$ cat config.mk
export PLATFORM = sky130hd
export DESIGN_NAME = sercard_hostif
export DESIGN_NICKNAME = d
export VERILOG_FILES = /design/src/rtl/sercard_pkg.sv /design/src/rtl/sercard_ctrl.sv /design/src/rtl/sercard_dp.sv /design/src/rtl/sercard_hostif.sv
export SDC_FILE = /design/constraint.sdc
export NUM_CORES = 1
export LEC_CHECK = 0
export BUFFER_PORTS_ARGS = -buffer_cell sky130_fd_sc_hd__buf_2
export CELL_PAD_IN_SITES_DETAIL_PLACEMENT = 0
export CELL_PAD_IN_SITES_GLOBAL_PLACEMENT = 1
export CORE_ASPECT_RATIO = 0.8
export CORE_MARGIN = 3
export CORE_UTILIZATION = 32
export CTS_BUF_LIST = sky130_fd_sc_hd__clkbuf_8
export DETAILED_ROUTE_END_ITERATION = 8
export PLACE_DENSITY_LB_ADDON = 0.1
export SLEW_MARGIN = 20
export SYNTH_ARGS = -nofsm -noshare
export SYNTH_HDL_FRONTEND = slang
export SYNTH_SLANG_ARGS = --single-unit
$ cat constraint.sdc
create_clock -name clk -period 3.3 [get_ports clk]
set_input_delay 0 -clock clk [delete_from_list [all_inputs] [get_ports clk]]
set_output_delay 0 -clock clk [all_outputs]
set_load 0.02 [all_outputs]
$ cat src/rtl/sercard_pkg.sv
package sercard_pkg;

  // Number of USART conditions that can raise the interrupt
  localparam int COND_N = 4;

  // Start-of-access strobes issued by the control to the datapath
  typedef struct packed {
    logic rxTake;
    logic statTake;
    logic txLoad;
    logic ctrlLoad;
    logic baudLoad;
    logic maskLoad;
  } hostStrb_t;

  // Read multiplexer selection
  typedef enum logic [1:0] {
    RSEL_NONE = 2'd0,
    RSEL_ID   = 2'd1,
    RSEL_RX   = 2'd2,
    RSEL_STAT = 2'd3
  } rdSel_t;

endpackage

$ cat src/rtl/sercard_ctrl.sv
module sercard_ctrl
  import sercard_pkg::*;
#(
  parameter int ADDR_W = 4
) (
  input  logic              clk,
  input  logic              rstN,
  input  logic              slotSelN,
  input  logic              idReqN,
  input  logic              rdN,
  input  logic              wrN,
  input  logic [ADDR_W-1:0] addr,
  output hostStrb_t         strb,
  output rdSel_t            rdSel,
  output logic              rdOe
);

  // Register offsets; baud and mask each occupy an even/odd pair
  localparam logic [ADDR_W-1:0] OFS_DATA = ADDR_W'(0);
  localparam logic [ADDR_W-1:0] OFS_STAT = ADDR_W'(1);
  localparam logic [ADDR_W-1:0] OFS_BAUD = ADDR_W'(8);
  localparam logic [ADDR_W-1:0] OFS_MASK = ADDR_W'(10);

  logic idRead, slotRd, slotWr;
  logic rdPrev, wrPrev;
  logic rdStart, wrStart;
  logic isData, isStat, isBaud, isMask;

  // Access qualification
  always_comb begin
    idRead = !rdN && !idReqN;
    slotRd = !rdN && wrN && !slotSelN && idReqN;
    slotWr = !wrN && rdN && !slotSelN;
  end

  // Offset decode
  always_comb begin
    isData = (addr == OFS_DATA);
    isStat = (addr == OFS_STAT);
    isBaud = (addr[ADDR_W-1:1] == OFS_BAUD[ADDR_W-1:1]);
    isMask = (addr[ADDR_W-1:1] == OFS_MASK[ADDR_W-1:1]);
  end

  // Remember last cycle's access so each access starts once
  always_ff @(posedge clk) begin
    if (!rstN) begin
      rdPrev <= 1'b0;
      wrPrev <= 1'b0;
    end else begin
      rdPrev <= slotRd;
      wrPrev <= slotWr;
    end
  end

  always_comb begin
    rdStart = slotRd && !rdPrev;
    wrStart = slotWr && !wrPrev;
  end

  // Strobe generation
  always_comb begin
    strb          = '0;
    strb.rxTake   = rdStart && isData;
    strb.statTake = rdStart && isStat;
    strb.txLoad   = wrStart && isData;
    strb.ctrlLoad = wrStart && isStat;
    strb.baudLoad = wrStart && isBaud;
    strb.maskLoad = wrStart && isMask;
  end

  // Read source selection; identification has priority
  always_comb begin
    rdSel = RSEL_NONE;
    if (idRead)
      rdSel = RSEL_ID;
    else if (slotRd && isData)
      rdSel = RSEL_RX;
    else if (slotRd && isStat)
      rdSel = RSEL_STAT;
    rdOe = idRead || slotRd;
  end

endmodule

$ cat src/rtl/sercard_dp.sv
module sercard_dp
  import sercard_pkg::*;
#(
  parameter int              DATA_W  = 8,
  parameter logic [DATA_W-1:0] ID_CODE = 8'hF7
) (
  input  logic              clk,
  input  logic              rstN,
  input  hostStrb_t         strb,
  input  rdSel_t            rdSel,
  input  logic              rdOe,
  input  logic [DATA_W-1:0] hostDataIn,
  input  logic [DATA_W-1:0] usartRxData,
  input  logic [DATA_W-1:0] usartStatus,
  input  logic [COND_N-1:0] cond,
  output logic [DATA_W-1:0] hostDataOut,
  output logic              hostDataOe,
  output hostStrb_t         strbQ,
  output logic [DATA_W-1:0] wrDataOut,
  output logic              irqReq
);

  localparam logic [DATA_W-1:0] IDLE_BYTE = '1;

  logic [COND_N-1:0] maskQ;
  logic [COND_N-1:0] gated;
  logic              anyWr;

  // Strobes leave the block registered
  always_ff @(posedge clk) begin
    if (!rstN) strbQ <= '0;
    else       strbQ <= strb;
  end

  // Write byte capture, shared by all write targets
  always_comb anyWr = strb.txLoad || strb.ctrlLoad || strb.baudLoad;

  always_ff @(posedge clk) begin
    if (!rstN)      wrDataOut <= '0;
    else if (anyWr) wrDataOut <= hostDataIn;
  end

  // Interrupt mask register
  always_ff @(posedge clk) begin
    if (!rstN)              maskQ <= '0;
    else if (strb.maskLoad) maskQ <= hostDataIn[COND_N-1:0];
  end

  // Per-condition gating
  for (genvar i = 0; i < COND_N; i++) begin : g_gate
    assign gated[i] = maskQ[i] & cond[i];
  end

  always_ff @(posedge clk) begin
    if (!rstN) irqReq <= 1'b0;
    else       irqReq <= |gated;
  end

  // Read multiplexer
  always_comb begin
    unique case (rdSel)
      RSEL_ID:   hostDataOut = ID_CODE;
      RSEL_RX:   hostDataOut = usartRxData;
      RSEL_STAT: hostDataOut = usartStatus;
      default:   hostDataOut = IDLE_BYTE;
    endcase
    hostDataOe = rdOe;
  end

endmodule

$ cat src/rtl/sercard_hostif.sv
module sercard_hostif
  import sercard_pkg::*;
#(
  parameter int                ADDR_W  = 4,
  parameter int                DATA_W  = 8,
  parameter logic [DATA_W-1:0] ID_CODE = 8'hF7
) (
  input  logic              clk,
  input  logic              rstN,
  input  logic              slotSelN,
  input  logic              idReqN,
  input  logic              rdN,
  input  logic              wrN,
  input  logic [ADDR_W-1:0] addrLo,
  input  logic [DATA_W-1:0] hostDataIn,
  output logic [DATA_W-1:0] hostDataOut,
  output logic              hostDataOe,
  input  logic [DATA_W-1:0] usartRxData,
  input  logic [DATA_W-1:0] usartStatus,
  input  logic              txEmpty,
  input  logic              txReady,
  input  logic              rxReady,
  input  logic              syncDet,
  output logic              usartRxTake,
  output logic              usartStatTake,
  output logic              usartTxLoad,
  output logic              usartCtrlLoad,
  output logic              baudLoad,
  output logic [DATA_W-1:0] wrDataOut,
  output logic              irqReq
);

  hostStrb_t         strb;
  hostStrb_t         strbQ;
  rdSel_t            rdSel;
  logic              rdOe;
  logic [COND_N-1:0] cond;

  // Condition bit order matches the mask bit order
  assign cond = {txEmpty, txReady, rxReady, syncDet};

  sercard_ctrl #(.ADDR_W(ADDR_W)) u_ctrl (
    .clk      (clk),
    .rstN     (rstN),
    .slotSelN (slotSelN),
    .idReqN   (idReqN),
    .rdN      (rdN),
    .wrN      (wrN),
    .addr     (addrLo),
    .strb     (strb),
    .rdSel    (rdSel),
    .rdOe     (rdOe)
  );

  sercard_dp #(.DATA_W(DATA_W), .ID_CODE(ID_CODE)) u_dp (
    .clk         (clk),
    .rstN        (rstN),
    .strb        (strb),
    .rdSel       (rdSel),
    .rdOe        (rdOe),
    .hostDataIn  (hostDataIn),
    .usartRxData (usartRxData),
    .usartStatus (usartStatus),
    .cond        (cond),
    .hostDataOut (hostDataOut),
    .hostDataOe  (hostDataOe),
    .strbQ       (strbQ),
    .wrDataOut   (wrDataOut),
    .irqReq      (irqReq)
  );

  assign usartRxTake   = strbQ.rxTake;
  assign usartStatTake = strbQ.statTake;
  assign usartTxLoad   = strbQ.txLoad;
  assign usartCtrlLoad = strbQ.ctrlLoad;
  assign baudLoad      = strbQ.baudLoad;

endmodule

After elaboration in Yosys (flattened, before gate mapping)
Index checks and enable logic that the tools add are counted.
W data, S select, Z words.
- flip-flop bits (word level): 20
- bits of input ports: 38
- output and inout port bits: 23
- word-level logic and storage cells: 51
- eq/ne operators: 6
- multiplexer cells: 4
- bitwise logic cells: 4
- reduce and logical (&&, ||, !) cells: 27
- operator list (cell ; count):
    $pmux W8 S3 ; 1
    $logic_and A1 B1 Y1 ; 16
    $eq A3 B3 Y1 const B ; 2
    $logic_not A1 Y1 ; 6
    $mux W2 ; 3
    $and A1 B1 Y1 ; 4
    $eq A2 B2 Y1 const B ; 2
    $eq A4 B1 Y1 const B ; 1
    $logic_not A4 Y1 ; 1
    $reduce_or A4 Y1 ; 1
    $logic_or A1 B1 Y1 ; 3
    $eq A2 B1 Y1 const B ; 1

Depth between registers and ports, before layout
Gate-level depths: netlist of the first run.
- word-level depth: 10
- mapped depth: 4
- gate-level depth less buffers: 3

By module
Synthesis of the first run repeated with hierarchy kept, for this count alone.
- cell total of the unflattened synthesis: 104
- area total of the unflattened synthesis: 973.4 sq um
- modules (own cells, without submodules) (module ; instances ; cells each ; area an instance (sq um) ; sequential area each (sq um)):
    sercard_dp ; 1 ; 85 ; 809.5 ; 380.4
    sercard_ctrl ; 1 ; 19 ; 163.9 ; 40.0

Worst setup path after synthesis of the first run
OpenSTA, ideal clock, no wires.
- path kind: register to register
- from: register u_ctrl.wrPrev
- to: register u_dp.strbQ[3] (netlist name)
- library setup time: 87 ps
- arrival time: 1268 ps
- slack: 1945 ps
- stages on the path, launching flop included: 5
- path buffers: 1
- cells stage by stage: dfxtp_1 > or4b_4 > nor3_4 > buf_6 > nor4b_4
- longest elaborated chain between the ends: 3
- ends and longest elaborated chain (item ; line ; source):
    start, declared ; sercard_ctrl.sv:25 ; logic rdPrev, wrPrev;
    start signal, assigned ; sercard_ctrl.sv:51 ; wrPrev <= slotWr;
    $logic_not A1 Y1 ; sercard_ctrl.sv:57 ; wrStart = slotWr && !wrPrev;
    $logic_and A1 B1 Y1 ; sercard_ctrl.sv:57 ;
    $logic_and A1 B1 Y1 ; sercard_ctrl.sv:65 ; strb.txLoad = wrStart && isData;
No other way between the ends.
A chain may end at the register's enable or synchronous reset.

Final worst setup path of the first run
- from: input port slotSelN
- to: output port hostDataOut[3]
- longest elaborated chain between the ends: 9
- ends and longest elaborated chain (item ; line ; source):
    start, declared ; sercard_hostif.sv:10 ; input logic slotSelN,
    $logic_not A1 Y1 (*) ; sercard_ctrl.sv:32 ; slotRd = !rdN && wrN && !slotSelN && idReqN;
    $logic_and A1 B1 Y1 (*) (2 in series) ; sercard_ctrl.sv:32 ;
    $logic_and A1 B1 Y1 ; sercard_ctrl.sv:78 ; else if (slotRd && isStat)
    $mux W2 ; sercard_ctrl.sv:78 ;
    $mux W2 (*) ; sercard_ctrl.sv:76 ; else if (slotRd && isData)
    $mux W2 (*) ; sercard_ctrl.sv:74 ; if (idRead)
    $eq A2 B2 Y1 / $eq A2 B1 Y1 (equally long branches) ; sercard_dp.sv:61 ; unique case (rdSel)
    $pmux W8 S3 (*) ; sercard_dp.sv:61 ;
    end, declared ; sercard_hostif.sv:16 ; output logic [DATA_W-1:0] hostDataOut,
Mark *: on every way between the ends. The rest lies on a longest branch, timed or not.

==> impl_metrics.toml, run 1 <==
[floorplanning]
die_w_um = 65.57
die_h_um = 53.66
core_area_um2 = 2582
full_die_area_um2 = 3518
io_pins = 61
floorplan.rows = 16
initial_util = 0.3517

[setup_path]
critPathArrivalTime_ns = 1.86
timing.critical_path.from_type = "primary input"
critPathLaunch = "slotSelN"
cp_data_required_time_ns = 3.30
endpoint_kind = "output pin"
worst_r2r_startpoint = "u_ctrl.wrPrev"
timing.critical_path.fanout_max = 10
critPathKind = "in2out"

[pwr]
power.switching_fraction = 0.2061
power_frac_seq = 0.443
cell_internal_pwr_mw = 0.4386
vdd_drop_max_uv = 365.3
clockPowerShare = 0.438
power-per-cell-area_nw_per_um2 = 402.9
net-switching-power_mw = 0.1139
p_leak_nw = 0.6342
combinational_power_share = 0.119

[synthesis]
mappedNetlistNets = 129
synth_area_um2 = 908.4
synth.yosys.seq_area_share = 0.4408
syn-instance-count = 91
synth.avg_cell_area_um2 = 9.982
synth_seq_cells = 20
yosysWarningCount = 0
synthDistinctLibCells = 19

[sta]
grt_setup_unrepaired = "no"
max_clock_freq_mhz = 537.0
maxSlewHeadroom = 0.4838
timing.clock.skew_ns = 0.008805
hold_ws_ns = 0.01032
finalCriticalPeriod_ns = 1.862
timing_hold_violations_final = 0
tightestPinTransition_ns = 0.7678
setup_violations = 0
slew_viol_final = 0
setup_total_negative_slack_ns = 0
final_min_period_over_clock_period = 0.5643

[hold_path]
hold_path_class = "in2reg"
min_from = "hostDataIn[0]"

[route]
post-route-drc-count = 0
num_vias = 861
met2_wirelength_mm = 1.061
vias_per_cell = 4.438
detail-route-antenna-nets = 0
drt_pass1_iterations = 4
wl_per_cell_um = 11.66
highest-signal-layer = "met4"
drt_wl_total_mm = 2.263
met3RoutedLength_um = 140
detail_route.iter0.violations = 30
route.layer.met1.wl_mm = 1.049

[layout]
fillers = 249
fin_util = 0.5310
final-instance-count-excl-fill = 194
layout-drive-gt1-share = 0.4367
area.growth.synth_to_final_pct = 50.96
final_net_count = 197
diodes = 0

[job]
drv.max_cap_violation_count = 0

[clock_network]
clock_tree_from_tritoncts = "built"
cts.htree.levels = 1
cts_max_path_buffers = 2
cts.repair.resized = 0
cts_root_buf = "clkbuf_8"
cts_made_buffers = 3
cts_sink_count = 20
clkLatencyLatePin_ns = 0.26
path_clk_slew_ns = 0.08

[global_route]
antenna_found_initial = 0
grt.total_usage = 0.1350
grt_max_degree = 25
grt_pass1_vias = 804
grt_remaining_overflow = 0
grt_first_pass_wirelength_mm = 3.567

[placement]
hpwl_mm = 1.749
number_of_placed_instances_with_taps_included = 183
place.gp.congestion = 0.6247
port_buffers = 60

[run_status]
outcome = "complete, no violations"
[cells in the final DEF, fill, tap and decap left out]
cell type | netlist | layout
buf_2 | 1 | 60
nand2_1 | 28 | 28
mux2i_1 | 20 | 20
dfxtp_1 | 20 | 20
dlygate4sd3_1 | 0 | 7
clkbuf_8 | 0 | 3
nor2_1 | 2 | 2
a21oi_1 | 2 | 2
nor3_4 | 2 | 2
and4b_1 | 2 | 2
nor4b_1 | 2 | 2
a22oi_1 | 2 | 2
nand4bb_1 | 1 | 1
nor4_2 | 1 | 1
o21ai_0 | 1 | 1
or4b_4 | 1 | 1
and3_1 | 1 | 1
inv_1 | 1 | 1
nor4b_4 | 1 | 1
bufinv_16 | 0 | 1
[layer usage]
layer | up-vias | track usage
met3 | 2 | 0.05219
met2 | 26 | 0.2269
met4 | 0 | 0.02069
li1 | 451 | -
met5 | - | 0
met1 | 382 | 0.1686
[area by class of cell]
cell class,instances,area [um2],area share
clock buffer,3,41.29,0.03011
tap,36,45.04,0.03285
inverter,1,3.754,0.002737
clock inverter,1,30.03,0.02190
multi-input combinational,66,480.5,0.3504
sequential,20,400.4,0.2920
timing repair buffer,67,370.4,0.2701
[power groups by stage]
stage	logic (mW)	clock network (mW)	registers [mW]
detailed placement	0.0604	0	0.250
CTS	0.0663	0.246	0.245
floorplan	0.0266	0	0.252
global placement	0.0590	0	0.250
global route	0.0732	0.256	0.245
finish	0.0660	0.242	0.245
[synth_stat cells (all sizes together)]
library cell	instances	area, um2
a21oi	2	10.01
inv	1	3.750
dfxtp	20	400.4
nor4	1	12.51
nor2	2	7.510
or4b	1	13.76
nor4b	3	41.29
and3	1	6.260
and4b	2	20.02
buf	2	16.26
clkbuf	2	7.510
nor3	2	32.53
o21ai	1	5.000
nand2	28	105.1
nand4bb	1	11.26
a22oi	2	15.01
mux2i	20	200.2
[state kept, by name, summed over array words and instances (netlist names)]
register	count
u_dp.strbQ	5
u_ctrl.rdPrev	1
u_dp.wrDataOut	8
u_ctrl.wrPrev	1
u_dp.irqReq	1
u_dp.maskQ	4
[critical path: stages]
cell and delay, ns:
dlygate4sd3_1 0.53, buf_2 0.13, nand4bb_1 0.26, nor4_2 0.62, a21oi_1 0.13, buf_2 0.19
[per-stage QoR]
stage | worst slack [ns] | total power [mW] | cell area [um2]
floorplan | 1.945 | 0.2785 | 908.4
global placement | 1.638 | 0.3091 | 1230
detailed placement | 1.600 | 0.3106 | 1230
CTS | 1.423 | 0.5571 | 1371
global route | 1.231 | 0.5745 | 1371
finish | 1.438 | 0.5525 | 1371
[kinds of logic (layout without fill, tap and decap cells)]
logic type,count (synthesis),count (layout),synth area share
buffers and inverters,5,72,0.03030
muxes,20,20,0.2204
DFF,20,20,0.4408
AOI/OAI and AO/OA,5,5,0.03305
and+or+nand+nor,41,41,0.2755
[path summary, 6_finish.rpt]
kind                            cells after the start                 to  slack [ns]
worst max-delay path                                6     hostDataOut[3]        1.44
worst min-delay path                                3  u_dp.wrDataOut[0]        0.01
worst max register to register                      3      u_dp.strbQ[3]        1.63
worst min register to register                      1      u_dp.strbQ[5]        0.42
[what timing repair did]
action / 4_1_cts / 5_1_grt
hold buffers: 7 / 0
buffers inserted: 0 / 0
hold endpoints to repair: 6 / 0
(Power assumes the default switching activity.)
==> run 2: changes to the inputs <==
Settings changed: ABC_AREA set to 1, CORE_UTILIZATION 32 to 27.
Clock period 3.3 ns to 1.65 ns, I/O delays scaled along.
==> impl_metrics.toml, run 2 <==
[run_status]
outcome = "complete, no violations"

[layout]
layout_commonest_cell = "buf_2"
area.growth.synth_to_final_pct = 38.11
fillers = 431
diodes = 0
max_ffs_per_register = 8
final_net_count = 266
layout_common_cells = "buf_2, nand2_1, inv_1"
layout-drive-gt1-share = 0.3612
max_flop_register = "u_dp.wrDataOut"
top_regs = "u_dp.wrDataOut: 8 flops, u_dp.strbQ: 5 flops, u_dp.maskQ: 4 flops"

[synthesis]
mappedNetlistNets = 203
synth_most_common_cell = "nand2_1"
post_synth_top_cells = "nand2_1, inv_1, nor2_1"
syn-instance-count = 165
synth_simple_gate_area_share = 0.4653
synth_top_family_by_area = "simple AND/OR/NAND/NOR gates"
netlist.area_leader.share = 0.3641
synth_top_flop_cell = "dfxtp_1"
synth.top_cells.by_area = "dfxtp_1, nand2_1, inv_1"
yosysWarningCount = 0
synth.yosys.seq_area_share = 0.3641
compound_gate_portion_of_the_synthesized_area = 0.01251
synthDominantAreaCellType = "dfxtp_1"
synthDistinctLibCells = 20
yosys.area_share.xor_xnor = 0
muxShareOfSynthArea = 0
synthAdderAreaFrac = 0
synth_area_um2 = 1100
number_of_enable_type_register_cells_in_the_synthesized_netlist = 0
synth_seq_cells = 20
asyncSetResetFlopFracSynth = 0
synth.avg_cell_area_um2 = 6.665

[floorplanning]
die_h_um = 63.09
floorplan.rows = 20
full_die_area_um2 = 4880
core_area_um2 = 3854
die_w_um = 77.36
initial_util = 0.2854
io_pins = 61

[placement]
port_buffers = 60
place.gp.congestion = 0.7176
pre_cts_slack_ns = 0.4846
hpwl_mm = 2.344

[pwr]
vdd_drop_max_uv = 334.7
p_leak_nw = 0.7603
power-per-cell-area_nw_per_um2 = 756.4

[sta]
maxSlewHeadroom = 0.6045
slew_viol_final = 0
grt_setup_unrepaired = "no"
hold_ws_ns = 0.01934
timing_hold_violations_final = 0
finalCriticalPeriod_ns = 1.304
setup_total_negative_slack_ns = 0
tightestPinTransition_ns = 0.5927
setup_violations = 0
timing.clock.skew_ns = 0.002083
max_clock_freq_mhz = 766.8
final_min_period_over_clock_period = 0.7904
final_critical_path_setup_slack_ns = 0.3459

[setup_path]
timing.critical_path.fanout_max = 7
timing.critical_path.from_type = "primary input"
cp_data_required_time_ns = 1.65
path_cells = "dlygate4sd3_1 > buf_2 > inv_1 > nand2_4 > nor2_4 > nand3_1 > buf_2"
critPathArrivalTime_ns = 1.30
crit_path_max_delay_family = "buffers and inverters"
critical_path.most_common_cell = "buf_2"
endpoint_kind = "output pin"
crit_slowest_cell = "dlygate4sd3_1"
max_stage_delay_ns = 0.54
critPathKind = "in2out"
worst-path-buf-inv = 4

[hold_path]
hold_path_class = "in2reg"

[route]
post-route-drc-count = 0
wl_per_cell_um = 10.24
num_vias = 1154
detail_route.iter0.violations = 40
drt_wl_total_mm = 2.889
drt_pass1_iterations = 4
vias_per_cell = 4.092
detail-route-antenna-nets = 0

[global_route]
grt_pass1_vias = 1097
grt.total_usage = 0.1227
grt_first_pass_wirelength_mm = 4.816
grt_remaining_overflow = 0
antenna_found_initial = 0
grt_max_degree = 15

[clock_network]
cts_sink_count = 20
cts.htree.levels = 1
path_clk_slew_ns = 0.08
clkLatencyLatePin_ns = 0.26
clock_tree_from_tritoncts = "built"
post-cts-setup-buffers = 0
cts_max_path_buffers = 2
cts_root_buf = "clkbuf_8"
cts_made_buffers = 3

[job]
drv.max_cap_violation_count = 0
==> run 2: cell types whose count changed in the layout (fill, tap and decap cells not counted), moves of 3 or more <==
cell | before | now
dlygate4sd3_1 | 7 | 1
inv_2 | 0 | 3
nor2_1 | 2 | 22
nand4_1 | 0 | 12
nand3_1 | 0 | 11
mux2i_1 | 20 | 0
nand2_1 | 28 | 44
nor2_2 | 0 | 7
inv_1 | 1 | 31
==> run 2: layout make-up <==
class / instances / area (um2) / area share
flip-flops and latches: 20 / 400.4 / 0.2636
clock inverters: 1 / 30.03 / 0.01977
clock buffers: 3 / 41.29 / 0.02718
well taps: 55 / 68.82 / 0.04530
inverters: 34 / 127.6 / 0.08402
multi-input cells: 106 / 525.5 / 0.3460
repair buffers: 63 / 325.3 / 0.2142
==> run 2: metal layers <==
layer	global-route usage	routed length [um]	up-vias
met5	0	0	-
met4	0.03556	13	0
met3	0.05000	226	2
met2	0.1886	1265	35
met1	0.1576	1384	490
li1	-	-	627
==> run 2: what timing repair did <==
action / in CTS / in global routing
hold endpoints to repair: 1 / 0
hold buffers: 1 / 0
gates resized for setup: 0 / 0
==> run 2: cell families (layout without fill, tap and decap cells) <==
logic type / count (synthesis) / count (layout)
flip-flops: 20 / 20
AND/OR/NAND/NOR: 104 / 104
AO/OA/AOI/OAI: 2 / 2
buffers and inverters: 39 / 101
==> run 2: report_power, final <==
part	leakage [nW]	internal (mW)	switching, mW
Clock	0.0357	0.324	0.172
Sequential	0.162	0.489	0.00286
Combinational	0.563	0.0650	0.0958
==> run 2: worst min-delay path, delay by kind of cell <==
family                 cells  cell delay [ns]
buffers and inverters      1             0.10
AO/OA/AOI/OAI              1             0.08
AND/OR/NAND/NOR            1             0.05
==> run 2: path summary, 6_finish.rpt <==
check,to,startpoint,cells after the start,slack [ns]
max,hostDataOut[1],addrLo[3],7,0.35
min,u_dp.irqReq,txEmpty,3,0.02
max reg2reg,u_dp.wrDataOut[6],u_ctrl.wrPrev,5,0.65
min reg2reg,u_dp.strbQ[4],u_ctrl.rdPrev,3,0.49
==> run 2: through the flow <==
stage	utilization	std cells	power, mW	cell area [um2]
CTS	0.3942	282	1.167	1519
detailed placement	0.3731	277	0.6637	1438
global placement	0.3731	277	0.6608	1438
global route	0.3942	282	1.222	1519
finish	0.3942	282	1.149	1519
floorplan	-	165	0.5953	1100
==> run 3: changes to the inputs <==
Settings changed: CORE_UTILIZATION 27 to 30.
Clock period 1.65 ns to 1.3 ns, I/O delays scaled along.
==> impl_metrics.toml, run 3 (synthesized netlist as in run 2, its figures left out) <==
[clock_network]
cts_made_buffers = 3
cts_sink_count = 20
clkLatencyLatePin_ns = 0.25
cts.repair.resized = 0
clock_tree_from_tritoncts = "built"
cts.htree.levels = 1
cts_root_buf = "clkbuf_8"
cts_max_path_buffers = 2
path_clk_slew_ns = 0.07

[route]
detail_route.iter0.violations = 34
vias_per_cell = 4.244
detail-route-antenna-nets = 0
met2_wirelength_mm = 1.233
met3RoutedLength_um = 229
route.layer.met1.wl_mm = 1.279
num_vias = 1146
drt_pass1_iterations = 4
wl_per_cell_um = 10.22
drt_wl_total_mm = 2.760
highest-signal-layer = "met4"
post-route-drc-count = 0

[placement]
place.gp.congestion = 0.7610
number_of_placed_instances_with_taps_included = 265
hpwl_mm = 2.282
port_buffers = 60

[floorplanning]
initial_util = 0.3169
core_area_um2 = 3471
die_h_um = 60.16
floorplan.rows = 19
io_pins = 61
die_w_um = 73.70
full_die_area_um2 = 4433

[layout]
layout-drive-gt1-share = 0.3640
footprint_of_the_multi_input_gates_um2 = 525.5
layout_commonest_cell = "buf_2"
diodes = 0
max_flop_register = "u_dp.wrDataOut"
layout_common_cells = "buf_2, nand2_1, inv_1"
final_net_count = 267
fillers = 393
seqCellArea_um2 = 400.4
final-instance-count-excl-fill = 270
top_regs = "u_dp.wrDataOut: 8 flops, u_dp.strbQ: 5 flops, u_dp.maskQ: 4 flops"
max_ffs_per_register = 8
area.growth.synth_to_final_pct = 37.32

[setup_path]
cp_data_required_time_ns = 1.49
critical_path.most_common_cell = "inv_1"
worst-path-buf-inv = 2
endpoint_kind = "flop"
path_cells = "inv_1 > nand4_2 > nand2_1 > inv_1 > nor2_1"
critPathKind = "reg2reg"
critPathArrivalTime_ns = 1.33
timing.critical_path.from_type = "flop"
timing.critical_path.fanout_max = 11
crit_slowest_cell = "dfxtp_1"
max_stage_delay_ns = 0.30
crit_path_max_delay_family = "simple AND/OR/NAND/NOR gates"

[sta]
tightestPinTransition_ns = 0.3291
maxSlewHeadroom = 0.7798
final_min_period_over_clock_period = 0.8743
slew_viol_final = 0
setup_total_negative_slack_ns = 0
setup_violations = 0
timing_hold_violations_final = 0
timing.clock.skew_ns = 0.0008420
max_clock_freq_mhz = 879.8
finalCriticalPeriod_ns = 1.137
grt_setup_unrepaired = "no"

[pwr]
power-per-cell-area_nw_per_um2 = 955.9
p_leak_nw = 0.7656
combinational_power_share = 0.141
power.switching_fraction = 0.2271
net-switching-power_mw = 0.3278
cell_internal_pwr_mw = 1.116
vdd_drop_max_uv = 460.8
power_frac_seq = 0.433
clockPowerShare = 0.426

[job]
drv.max_cap_violation_count = 0

[hold_path]
hold_path_class = "in2reg"

[global_route]
grt_max_degree = 15
grt_pass1_vias = 965
grt.total_usage = 0.1229
grt_first_pass_wirelength_mm = 4.236
antenna_found_initial = 0
grt_remaining_overflow = 0

[run_status]
outcome = "complete, no violations"
## run 3: cell count changes in the layout (fill, tap and decap cells not counted), sizes merged
cell,before,now
buf,62,63
## run 3: through the flow
stage,utilization,power (mW),setup slack [ns],hold WS [ns],area (um2)
after floorplan,-,0.7555,0.4214,0.07931,1100
after global placement,0.4117,0.8397,0.2406,0.2589,1429
after detailed placement,0.4117,0.8420,0.1840,0.2652,1429
after CTS,0.4351,1.462,0.1655,0.02219,1510
after global routing,0.4351,1.521,0.02234,0.02178,1510
final,0.4351,1.444,0.1634,0.02147,1510
## run 3: final cells by class
class,instances,area share
clock inverters,1,0.01988
well taps,42,0.03480
repair buffers,64,0.2204
inverters,34,0.08451
clock buffers,3,0.02734
flip-flops and latches,20,0.2651
multi-input cells,106,0.3480
## run 3: final timing paths
check / startpoint / to / slack, ns / cells past startpoint
worst max-delay path: u_ctrl.wrPrev / u_dp.wrDataOut[1] / 0.16 / 5
worst min-delay path: wrN / u_ctrl.wrPrev / 0.02 / 2
worst min register to register: u_dp.maskQ[3] / u_dp.maskQ[3] / 0.49 / 2
worst max register to register: u_ctrl.wrPrev / u_dp.wrDataOut[1] / 0.16 / 5
## run 3: per-layer routing
metal,vias to the layer above,track usage
li1,631,-
met1,474,0.1610
met2,39,0.1970
met3,2,0.04202
met4,0,0.02326
met5,-,0
## run 3: power groups by stage
stage | Combinational, mW | Clock [mW] | Sequential (mW)
after floorplan | 0.108 | 0 | 0.647
after global placement | 0.201 | 0 | 0.639
after detailed placement | 0.202 | 0 | 0.640
after CTS | 0.206 | 0.632 | 0.625
after global routing | 0.229 | 0.667 | 0.626
final | 0.203 | 0.615 | 0.625
## run 3: timing repair
action                                 in CTS  in global routing
setup buffers                               0                  0
endpoints found under the hold margin       1                  0
setup endpoints to repair                   0                  0
hold buffers                                1                  0
